**src/rtl/mnr_pkg.sv**
```systemverilog
package mnr_pkg;
    localparam int MW        = 64;
    localparam int EXP_W     = 16;
    localparam int SGL_BITS  = 24;
    localparam int EXT_BITS  = 40;
    localparam int DBL_BITS  = 56;
    localparam int CUT_NARROW = 56;
    localparam int CUT_WIDE   = 60;
    localparam int RND_W     = 8;

    typedef enum logic [1:0] {
        PREC_SGL     = 2'b00,
        PREC_EXT     = 2'b01,
        PREC_DBL     = 2'b10,
        PREC_DBL_ALT = 2'b11
    } prec_e;

    typedef enum logic [1:0] {
        NS_IDLE  = 2'b00,
        NS_SHIFT = 2'b01,
        NS_HAND  = 2'b10
    } nstate_e;

    typedef logic [MW-1:0]           mant_t;
    typedef logic signed [EXP_W-1:0] exp_t;

    typedef struct packed {
        mant_t mant;
        exp_t  exp;
        logic  sticky;
        prec_e prec;
    } work_t;

    typedef struct packed {
        mant_t mant;
        exp_t  exp;
        logic  ovf;
    } res_t;

    function automatic int res_bits(prec_e p);
        case (p)
            PREC_SGL: return SGL_BITS;
            PREC_EXT: return EXT_BITS;
            default:  return DBL_BITS;
        endcase
    endfunction

    function automatic mant_t top_mask(int n);
        mant_t ones;
        ones = '1;
        return ones << (MW - n);
    endfunction

    function automatic mant_t cut_mask(prec_e p);
        return top_mask((p == PREC_SGL || p == PREC_EXT) ? CUT_NARROW : CUT_WIDE);
    endfunction

    function automatic mant_t keep_mask(prec_e p);
        return top_mask(res_bits(p));
    endfunction

    function automatic mant_t rnd_const(prec_e p, logic neg);
        mant_t c;
        c = neg ? mant_t'(8'h7F) : mant_t'(8'h80);
        return c << (MW - RND_W - res_bits(p));
    endfunction
endpackage

```
**src/rtl/mnr_premask.sv**
```systemverilog
module mnr_premask
    import mnr_pkg::*;
(
    input  mant_t mant_i,
    input  prec_e prec_i,
    output mant_t mant_o
);
    always_comb begin
        mant_o = mant_i & cut_mask(prec_i);
    end
endmodule

```
**src/rtl/mnr_normalizer.sv**
```systemverilog
module mnr_normalizer
    import mnr_pkg::*;
(
    input  logic  clk,
    input  logic  rst,
    input  logic  start_i,
    input  work_t load_i,
    output logic  busy_o,
    output logic  hand_o,
    output work_t work_o
);
    nstate_e state_q;
    work_t   w_q;
    logic    settled;

    always_comb begin
        settled = (w_q.mant == '0) || (w_q.mant[MW-1] != w_q.mant[MW-2]);
    end

    always_ff @(posedge clk) begin
        if (rst) begin
            state_q <= NS_IDLE;
            w_q     <= '0;
        end else begin
            case (state_q)
                NS_IDLE: begin
                    if (start_i) begin
                        w_q     <= load_i;
                        state_q <= NS_SHIFT;
                    end
                end
                NS_SHIFT: begin
                    if (settled) begin
                        state_q <= NS_HAND;
                    end else begin
                        w_q.mant <= w_q.mant << 1;
                        w_q.exp  <= w_q.exp - exp_t'(1);
                    end
                end
                default: state_q <= NS_IDLE;
            endcase
        end
    end

    assign busy_o = (state_q != NS_IDLE);
    assign hand_o = (state_q == NS_HAND);
    assign work_o = w_q;

    // a handed-off mantissa is normalized or zero
    p_handoff_norm_r3: assert property (@(posedge clk) disable iff (rst)
        (state_q == NS_HAND) |-> ((w_q.mant == '0) || (w_q.mant[MW-1] ^ w_q.mant[MW-2])));

    // operands captured at start stay put while busy
    p_hold_operands_r10: assert property (@(posedge clk) disable iff (rst)
        (state_q != NS_IDLE) |=> ($stable(w_q.sticky) && $stable(w_q.prec)));

    // each shift step lowers the exponent by exactly one
    p_shift_exp_r3: assert property (@(posedge clk) disable iff (rst)
        (state_q == NS_SHIFT && !settled) |=> (w_q.exp == $past(w_q.exp) - exp_t'(1)));
endmodule

```
**src/rtl/mnr_rounder.sv**
```systemverilog
module mnr_rounder
    import mnr_pkg::*;
(
    input  work_t work_i,
    output res_t  res_o
);
    logic  is_zero;
    logic  neg;
    logic  carry_sign;
    mant_t folded;
    mant_t sum;
    mant_t adj;

    always_comb begin
        is_zero    = (work_i.mant == '0);
        neg        = work_i.mant[MW-1];
        folded     = work_i.mant | mant_t'(work_i.sticky);
        sum        = folded + rnd_const(work_i.prec, neg);
        carry_sign = !neg && sum[MW-1];
        adj        = carry_sign ? (sum >> 1) : sum;
        if (is_zero) begin
            res_o = '0;
        end else begin
            res_o.mant = adj & keep_mask(work_i.prec);
            res_o.exp  = carry_sign ? (work_i.exp + exp_t'(1)) : work_i.exp;
            res_o.ovf  = carry_sign;
        end
    end
endmodule

```
**src/rtl/mant_norm_round.sv**
```systemverilog
module mant_norm_round
    import mnr_pkg::*;
(
    input  logic                    clk,
    input  logic                    rst,
    input  logic                    start_i,
    input  logic [63:0]             mant_i,
    input  logic [1:0]              prec_i,
    input  logic                    sticky_i,
    input  logic signed [15:0]      exp_i,
    output logic                    busy_o,
    output logic                    done_o,
    output logic [63:0]             mant_o,
    output logic signed [15:0]      exp_o,
    output logic                    rnd_ovf_o
);
    prec_e prec_in;
    mant_t cut_mant;
    work_t load_w;
    work_t norm_w;
    logic  hand;
    res_t  res;
    prec_e prec_q;

    assign prec_in = prec_e'(prec_i);

    mnr_premask u_cut (
        .mant_i (mant_i),
        .prec_i (prec_in),
        .mant_o (cut_mant)
    );

    always_comb begin
        load_w.mant   = cut_mant;
        load_w.exp    = exp_i;
        load_w.sticky = sticky_i;
        load_w.prec   = prec_in;
    end

    mnr_normalizer u_norm (
        .clk     (clk),
        .rst     (rst),
        .start_i (start_i),
        .load_i  (load_w),
        .busy_o  (busy_o),
        .hand_o  (hand),
        .work_o  (norm_w)
    );

    mnr_rounder u_rnd (
        .work_i (norm_w),
        .res_o  (res)
    );

    always_ff @(posedge clk) begin
        if (rst) begin
            done_o    <= 1'b0;
            mant_o    <= '0;
            exp_o     <= '0;
            rnd_ovf_o <= 1'b0;
            prec_q    <= PREC_SGL;
        end else begin
            done_o <= hand;
            if (hand) begin
                mant_o    <= res.mant;
                exp_o     <= res.exp;
                rnd_ovf_o <= res.ovf;
                prec_q    <= norm_w.prec;
            end
        end
    end

    // the result strobe lasts a single cycle
    p_done_pulse_r9: assert property (@(posedge clk) disable iff (rst)
        done_o |=> !done_o);

    // the unit is idle while presenting a result
    p_idle_at_done_r9: assert property (@(posedge clk) disable iff (rst)
        done_o |-> !busy_o);

    // a zero mantissa carries a zero exponent
    p_zero_exp_r4: assert property (@(posedge clk) disable iff (rst)
        (done_o && mant_o == '0) |-> (exp_o == '0 && !rnd_ovf_o));

    // nothing below the result LSB survives
    p_low_clear_r8: assert property (@(posedge clk) disable iff (rst)
        done_o |-> ((mant_o & ~keep_mask(prec_q)) == '0));

    // a rounding carry leaves the mantissa as 01 followed by zeros in the top bits
    p_ovf_shape_r7: assert property (@(posedge clk) disable iff (rst)
        (done_o && rnd_ovf_o) |-> (mant_o[63:62] == 2'b01));
endmodule

```
**config.mk**
```make
export PLATFORM = sky130hd
export DESIGN_NAME = mant_norm_round
export DESIGN_NICKNAME = d
export VERILOG_FILES = /design/src/rtl/mnr_pkg.sv /design/src/rtl/mnr_premask.sv /design/src/rtl/mnr_normalizer.sv /design/src/rtl/mnr_rounder.sv /design/src/rtl/mant_norm_round.sv
export SDC_FILE = /design/constraint.sdc
export NUM_CORES = 1
export LEC_CHECK = 0
export ABC_AREA = 1
export BUFFER_PORTS_ARGS = -buffer_cell sky130_fd_sc_hd__buf_2
export CORE_UTILIZATION = 45
export DETAILED_ROUTE_END_ITERATION = 10
export MAX_ROUTING_LAYER = met4
export PLACE_DENSITY = 0.68
export REMOVE_ABC_BUFFERS = 1
export SYNTH_ARGS = -nofsm -noshare
export SYNTH_HDL_FRONTEND = slang
export SYNTH_SLANG_ARGS = --single-unit
```
**constraint.sdc**
```tcl
create_clock -name clk -period 3 [get_ports clk]
set_clock_uncertainty 0.15 [all_clocks]
set_input_delay 0 -clock clk [delete_from_list [all_inputs] [get_ports clk]]
set_output_delay 0 -clock clk [all_outputs]
set_load 0.05 [all_outputs]
```
**Word level (Yosys, flattened, before mapping)**

Cells that the tools add are included.

- Register bits: 167
- Bits in latches: 0
- Bits in read-only memories: 0
- Logic and storage cells: 55
- Bits in writable memories: 0
- Memories: 0
- Output and inout port bits: 83

- Equal/unequal tests: 8
- Shift-type cells: 3
- Bitwise logic cells: 3
- Reductions and logical operators: 13
- Div/mod/pow operators: 0
- $add $sub $neg: 6
- Muxes and demuxes: 13
- Magnitude comparators: 0
- Multipliers: 0

Operators with widths:

| operator | number |
|---|---|
| one-hot mux 80 bit (2 select lines) | 1 |
| AND 64 bit | 2 |
| << shifter 64 x 32 -> 64 bit (first input constant) | 2 |
| 2-to-1 mux 83 bit | 1 |
| 2-to-1 mux 81 bit | 1 |
| 2-to-1 mux 80 bit | 1 |
| adder 64 bit | 1 |
| zero test 64 bit | 1 |
| 2-to-1 mux 64 bit | 1 |
| bitwise OR 64 x 1 -> 64 bit | 1 |
| << shifter 64 x 32 -> 64 bit | 1 |
| subtractor 8 x 32 -> 32 bit (first input constant) | 2 |
| 2-to-1 mux 32 bit | 1 |
| adder 16 x 2 -> 16 bit (second input constant) | 1 |
| 2-to-1 mux 16 bit | 1 |
| subtractor 16 x 2 -> 16 bit (second input constant) | 1 |
| one-hot mux 6 bit (2 select lines) | 1 |
| 2-to-1 mux 8 bit | 1 |
| subtractor 6 x 6 -> 7 bit (first input constant) | 1 |
| == test 2 x 1 -> 1 bit (second input constant) | 3 |
| zero test 2 bit | 3 |
| 2-to-1 mux 2 bit | 2 |
| != test 2 bit (second input constant) | 2 |
| one-hot mux 2 bit (2 select lines) | 1 |
| 10 further kinds | 13 |

**Depth between registers and ports, before layout**

- Depth after elaboration: 9
- Mapped depth: 23
- Gate-level depth less buffers: 21

**Hierarchy**

Synthesis repeated with hierarchy kept, for this count alone.

- Cell total of the unflattened synthesis: 2,633
- Area total of the unflattened synthesis: 14,453.9 um^2

Modules (own cells, without submodules):

| module | times used | cells an instance | area an instance (um^2) | seq. area each (um^2) |
|---|---|---|---|---|
| mnr_rounder | 1 | 1,191 | 5,674.2 | 0.0 |
| mnr_normalizer | 1 | 857 | 4,973.5 | 1,701.6 |
| mant_norm_round | 1 | 516 | 3,321.9 | 1,641.6 |
| mnr_premask | 1 | 69 | 484.2 | 0.0 |

**Worst setup path before layout**

Ideal clock, no wire load.

- Path type: flip-flop to flip-flop
- Start: register u_norm.w_q, in the netlist u_norm.work_o[82]
- End: register mant_o[11]
- Clock period less this slack: 3,074 ps
- Cell stages (with the launch flop): 17
- Buffers on the path: 5
- Arrival: 2,853 ps
- Data required time: 2,780 ps
- Library setup time: 70 ps
- Slack: -74 ps
- Path through: dfxtp_1 -> buf_4 -> buf_2 -> buf_4 -> clkinv_1 -> clkbuf_1 -> ha_1 -> nand4_1 -> nor4_1 -> nand3_1 -> nor2_1 -> a21oi_2 -> inv_2 -> nor2_1 -> clkbuf_1 -> nand3_1 -> a21oi_1

- Word-level cells in the longest chain between the ends: 7
- Elaborated cells between the ends (all ways): 10

RTL lines:

| what | RTL line | RTL |
|---|---|---|
| start, declared | mnr_normalizer.sv:13 | `work_t w_q;` |
| start signal, assigned | mnr_normalizer.sv:28 | `w_q <= load_i;` |
| 2-to-1 mux 8 bit | mnr_pkg.sv:64 | `c = neg ? mant_t'(8'h7F) : mant_t'(8'h80);` |
| << shifter 64 x 32 -> 64 bit | mnr_pkg.sv:65 | `return c << (MW - RND_W - res_bits(p));` |
| adder 64 bit | mnr_rounder.sv:18 | `sum = folded + rnd_const(work_i.prec, neg);` |
| logical AND 1 bit | mnr_rounder.sv:19 | `carry_sign = !neg && sum[MW-1];` |
| 2-to-1 mux 64 bit | mnr_rounder.sv:20 | `adj = carry_sign ? (sum >> 1) : sum;` |
| AND 64 bit | mnr_rounder.sv:24 | `res_o.mant = adj & keep_mask(work_i.prec);` |
| 2-to-1 mux 81 bit (*) | mnr_rounder.sv:21 | `if (is_zero) begin` |
| end signal, assigned | mant_norm_round.sv:65 | `mant_o <= res.mant;` |
| end, declared | mant_norm_round.sv:13 | `output logic [63:0] mant_o,` |

Mark *: on every way between the ends. The rest lies on a longest branch, timed or not.
A chain may end at the register's enable or synchronous reset.

**Worst setup path after layout**

- Start: register u_norm.w_q, in the netlist u_norm.work_o[67]
- End: register u_norm.w_q, in the netlist u_norm.work_o[82]

- Word-level cells in the longest chain between the ends: 4

RTL lines:

| what | RTL line | RTL |
|---|---|---|
| zero test 64 bit | mnr_normalizer.sv:17 | `settled = (w_q.mant == '0) \|\| (w_q.mant[MW-1] != w_q.mant[MW-2]);` |
| logical OR 1 bit | mnr_normalizer.sv:17 |  |
| != test 2 bit (no source line) | n/a |  |
| AND reduction 3 bit (no source line) | n/a |  |

No other way between the ends.

==> results.cfg <==
[die]
chipWidth_um = 165
dieArea_um2 = 27300
start_util = 0.459
ios = 169
coreArea_um2 = 26100
rows = 59
die_h_um = 165

[flow_run]
maxCapViolCount = 0

[routing]
first_iter_violations = 1670
wirelength_um = 49900
wire_per_inst_um = 18.5
first_pass_iters = 6
viasPerCell = 5.56
final_antenna_net_count = 0
drcViolationCount = 0
via_count = 15000

[global_route]
overflow = 0
met3_usage = 0.0497
grt_max_degree = 91
antenna_found_initial = 0
grt_pass1_wl_um = 73900
grt_use_met1 = 0.520
grt_pass1_vias = 13000
use_met2 = 0.552
busiest_layer = met2
track_usage = 0.369

[setup_path]
end_kind = flip-flop
slowest_stage = a31oi_1
cp.arrival_ns = 3.06
crit_start = u_norm.work_o[67]$_SDFFE_PP0P_
worst-path-buf-inv = 2
r2r-end = u_norm.work_o[82]$_SDFFE_PP0P_
r2r_start = u_norm.work_o[67]$_SDFFE_PP0P_
rrSetupSlack_ns = 0.06
cp_data_required_time_ns = 3.11
cp_cell_sequence = buf_4 -> nor4_1 -> nand4_1 -> nor2_1 -> a21oi_1 -> nand2_1 -> nand2_2 -> buf_12 -> a31oi_1
path_delay_family = simple AND/OR/NAND/NOR gates
start_kind = flip-flop
path_class = reg2reg
critPathMaxStageDelay_ns = 0.47
worstPathMaxFanout = 90
r2r_cells = 9

[cells_and_area]
final_cell_mix = nand2_1, nand3_1, inv_1
layout-drive-gt1-share = 0.167
diodes = 0
fin_nets = 2451
fin_util = 0.596
mostFrequentLayoutCell = nand2_1
area_growth_pct = 29.7

[cts]
path_clk_slew_ns = 0.07
insertion_delay_ns = 0.44
cts_inserted_buffers = 17
clkSinkCount = 157
ctsLongestPathBuffers = 2
h-tree-depth = 4
root_buffer = clkbuf_16
cts_tree = done

[logic_synthesis]
synth_area_leaders = dfxtp_1, nand2_1, nand3_1, inv_1, nor2_1
yosys.area_share.adder = 0.0178
seq_area_frac_synth = 0.263
yosysWarnings = 0
synthCells = 2056
syn_area_per_cell_um2 = 5.82
netlist_area_um2 = 12000
synthSimpleGateAreaFrac = 0.436
post_synth_num_cell_types = 40
synth-seq-cells = 157
synth-compound-area-share = 0.141
synth_mux_area_frac = 0
synth_xor_area_frac = 0.0285
synth_top_area_frac = 0.263
synth_top_area_cell = dfxtp_1
synth_top_family_by_area = simple AND/OR/NAND/NOR gates

[sta]
hold_slack_ns = 0.0174
rsz0062_at_grt = yes
fin_crit_sh = 0.982
min_period_ns = 2.94
slew_headroom = 0.444
max_slew.worst_pin.slew_ns = 0.834
drv_slew = 0
hold_violations = 0
max_freq_mhz = 340
finalSetupViolations = 0

[pwr]
peakVddDrop_mv = 0.393
power_density_nw_per_um2 = 484
leakagePower_nw = 7.24

[min_path]
min_to = u_norm.work_o[55]$_SDFFE_PP0P_
hp-start = start_i
hold_path_class = in2reg
whs_path_depth = 4

[placed_design]
io_buffers = 156
hpwlAfterDp_um = 36900
place.gp.congestion = 1.00

[run_status]
status = finished clean
-- state kept, by name, indices dropped and copies added (netlist names) --
name and cells:
mant_o 56, done_o 1, rnd_ovf_o 1, exp_o 16, u_norm.work_o 81, u_norm.state_q 2
-- where the power goes --
group	total (mW)	internal (mW)	leakage, nW	switching (mW)
combinational	2.69	0.906	5.68	1.78
sequential	2.57	2.28	1.28	0.290
clock	2.26	1.13	0.284	1.13
total	7.52	4.32	7.24	3.20
-- what timing repair did --
action / in CTS / in global routing
hold endpoints to repair: 87 / 0
gates cloned: 0 / 5
setup endpoints to repair: 28 / 71
gates resized for setup: 6 / 58
pin swaps: 0 / 7
hold buffers: 101 / 0
buffers inserted: 0 / 10
-- kinds of logic after synthesis --
kind of cell,after synthesis
and+or+nand+nor,1196
AOI/OAI and AO/OA,311
adders and majority gates,17
DFF,157
buffers and inverters,335
other,1
xor gates and xnor gates,39
-- synth_stat cells --
master    number
o31ai_1        2
a41oi_1        3
nand3b_1       3
buf_4         13
clkbuf_1      84
nor3_1        35
ha_1          17
a21o_1         3
nor2_4         6
buf_6          7
nand2_2       13
inv_2          8
dfxtp_1      157
nand3_2        1
nor2_1       164
inv_1        214
clkinv_1       2
xnor2_1        2
conb_1         1
nand2_1      592
a21boi_0       2
nand4_1       42
nand3_1      309
and2_1         3
nor2_2         8
a211oi_1       2
nand2_4        2
a21oi_1      112
o21ai_0      119
buf_2          5
o21a_1         2
nand3_4        1
a21oi_2        1
o211ai_1       1
xor2_1        37
a31oi_1       57
o21bai_1       6
o21ai_1        1
nor4_1        17
buf_1          2
-- per-stage QoR --
step / cell area (um^2) / cells / total power [mW] / setup slack, ns / setup TNS (ns)
6_report: 15500 / 2696 / 7.52 / 0.0552 / 0
5_1_grt: 15500 / 2696 / 7.86 / -0.0359 / -0.118
4_1_cts: 15100 / 2681 / 7.36 / 0.0287 / 0
3_5_place_dp: 13500 / 2548 / 5.01 / -0.400 / -1.40
3_3_place_gp: 13500 / 2548 / 4.98 / -0.351 / -0.735
2_1_floorplan: 11500 / 1960 / 3.99 / -3.02 / -273.69
-- area by class of cell --
class	count	area, um^2
Timing Repair Buffer	368	2790
Tap cell	335	419
Inverter	224	841
Fill cell	2607	10500
Multi-Input combinational cell	1580	7740
Sequential cell	157	3150
Clock inverter	14	144
Clock buffer	18	439
-- worst max path at each step --
| stage | end | slack [ns] | cells after the start |
|---|---|---|---|
| final | u_norm.work_o[82]$_SDFFE_PP0P_ | 0.06 | 9 |
| after global routing | mant_o[52]$_SDFFE_PP0P_ | -0.04 | 19 |
| after CTS | mant_o[40]$_SDFFE_PP0P_ | 0.03 | 18 |
| after detailed placement | mant_o[40]$_SDFFE_PP0P_ | -0.40 | 18 |
| after global placement | mant_o[40]$_SDFFE_PP0P_ | -0.35 | 18 |
| after floorplan | u_norm.work_o[23]$_SDFFE_PP0P_ | -3.02 | 12 |
-- per-layer routing --
metal	vias up	routed length [um]
li1	7344	-
met1	6880	22700
met2	718	21900
met3	48	4440
met4	0	864
met5	-	0
-- worst reg2reg max path, delay by kind of cell, from the launching register on --
kind	cells	cell delay, ns
AO/OA/AOI/OAI	2	0.70
buffers and inverters	2	0.36
flip-flops	1	0.32
AND/OR/NAND/NOR	5	1.25
(Power assumes the default switching activity.)
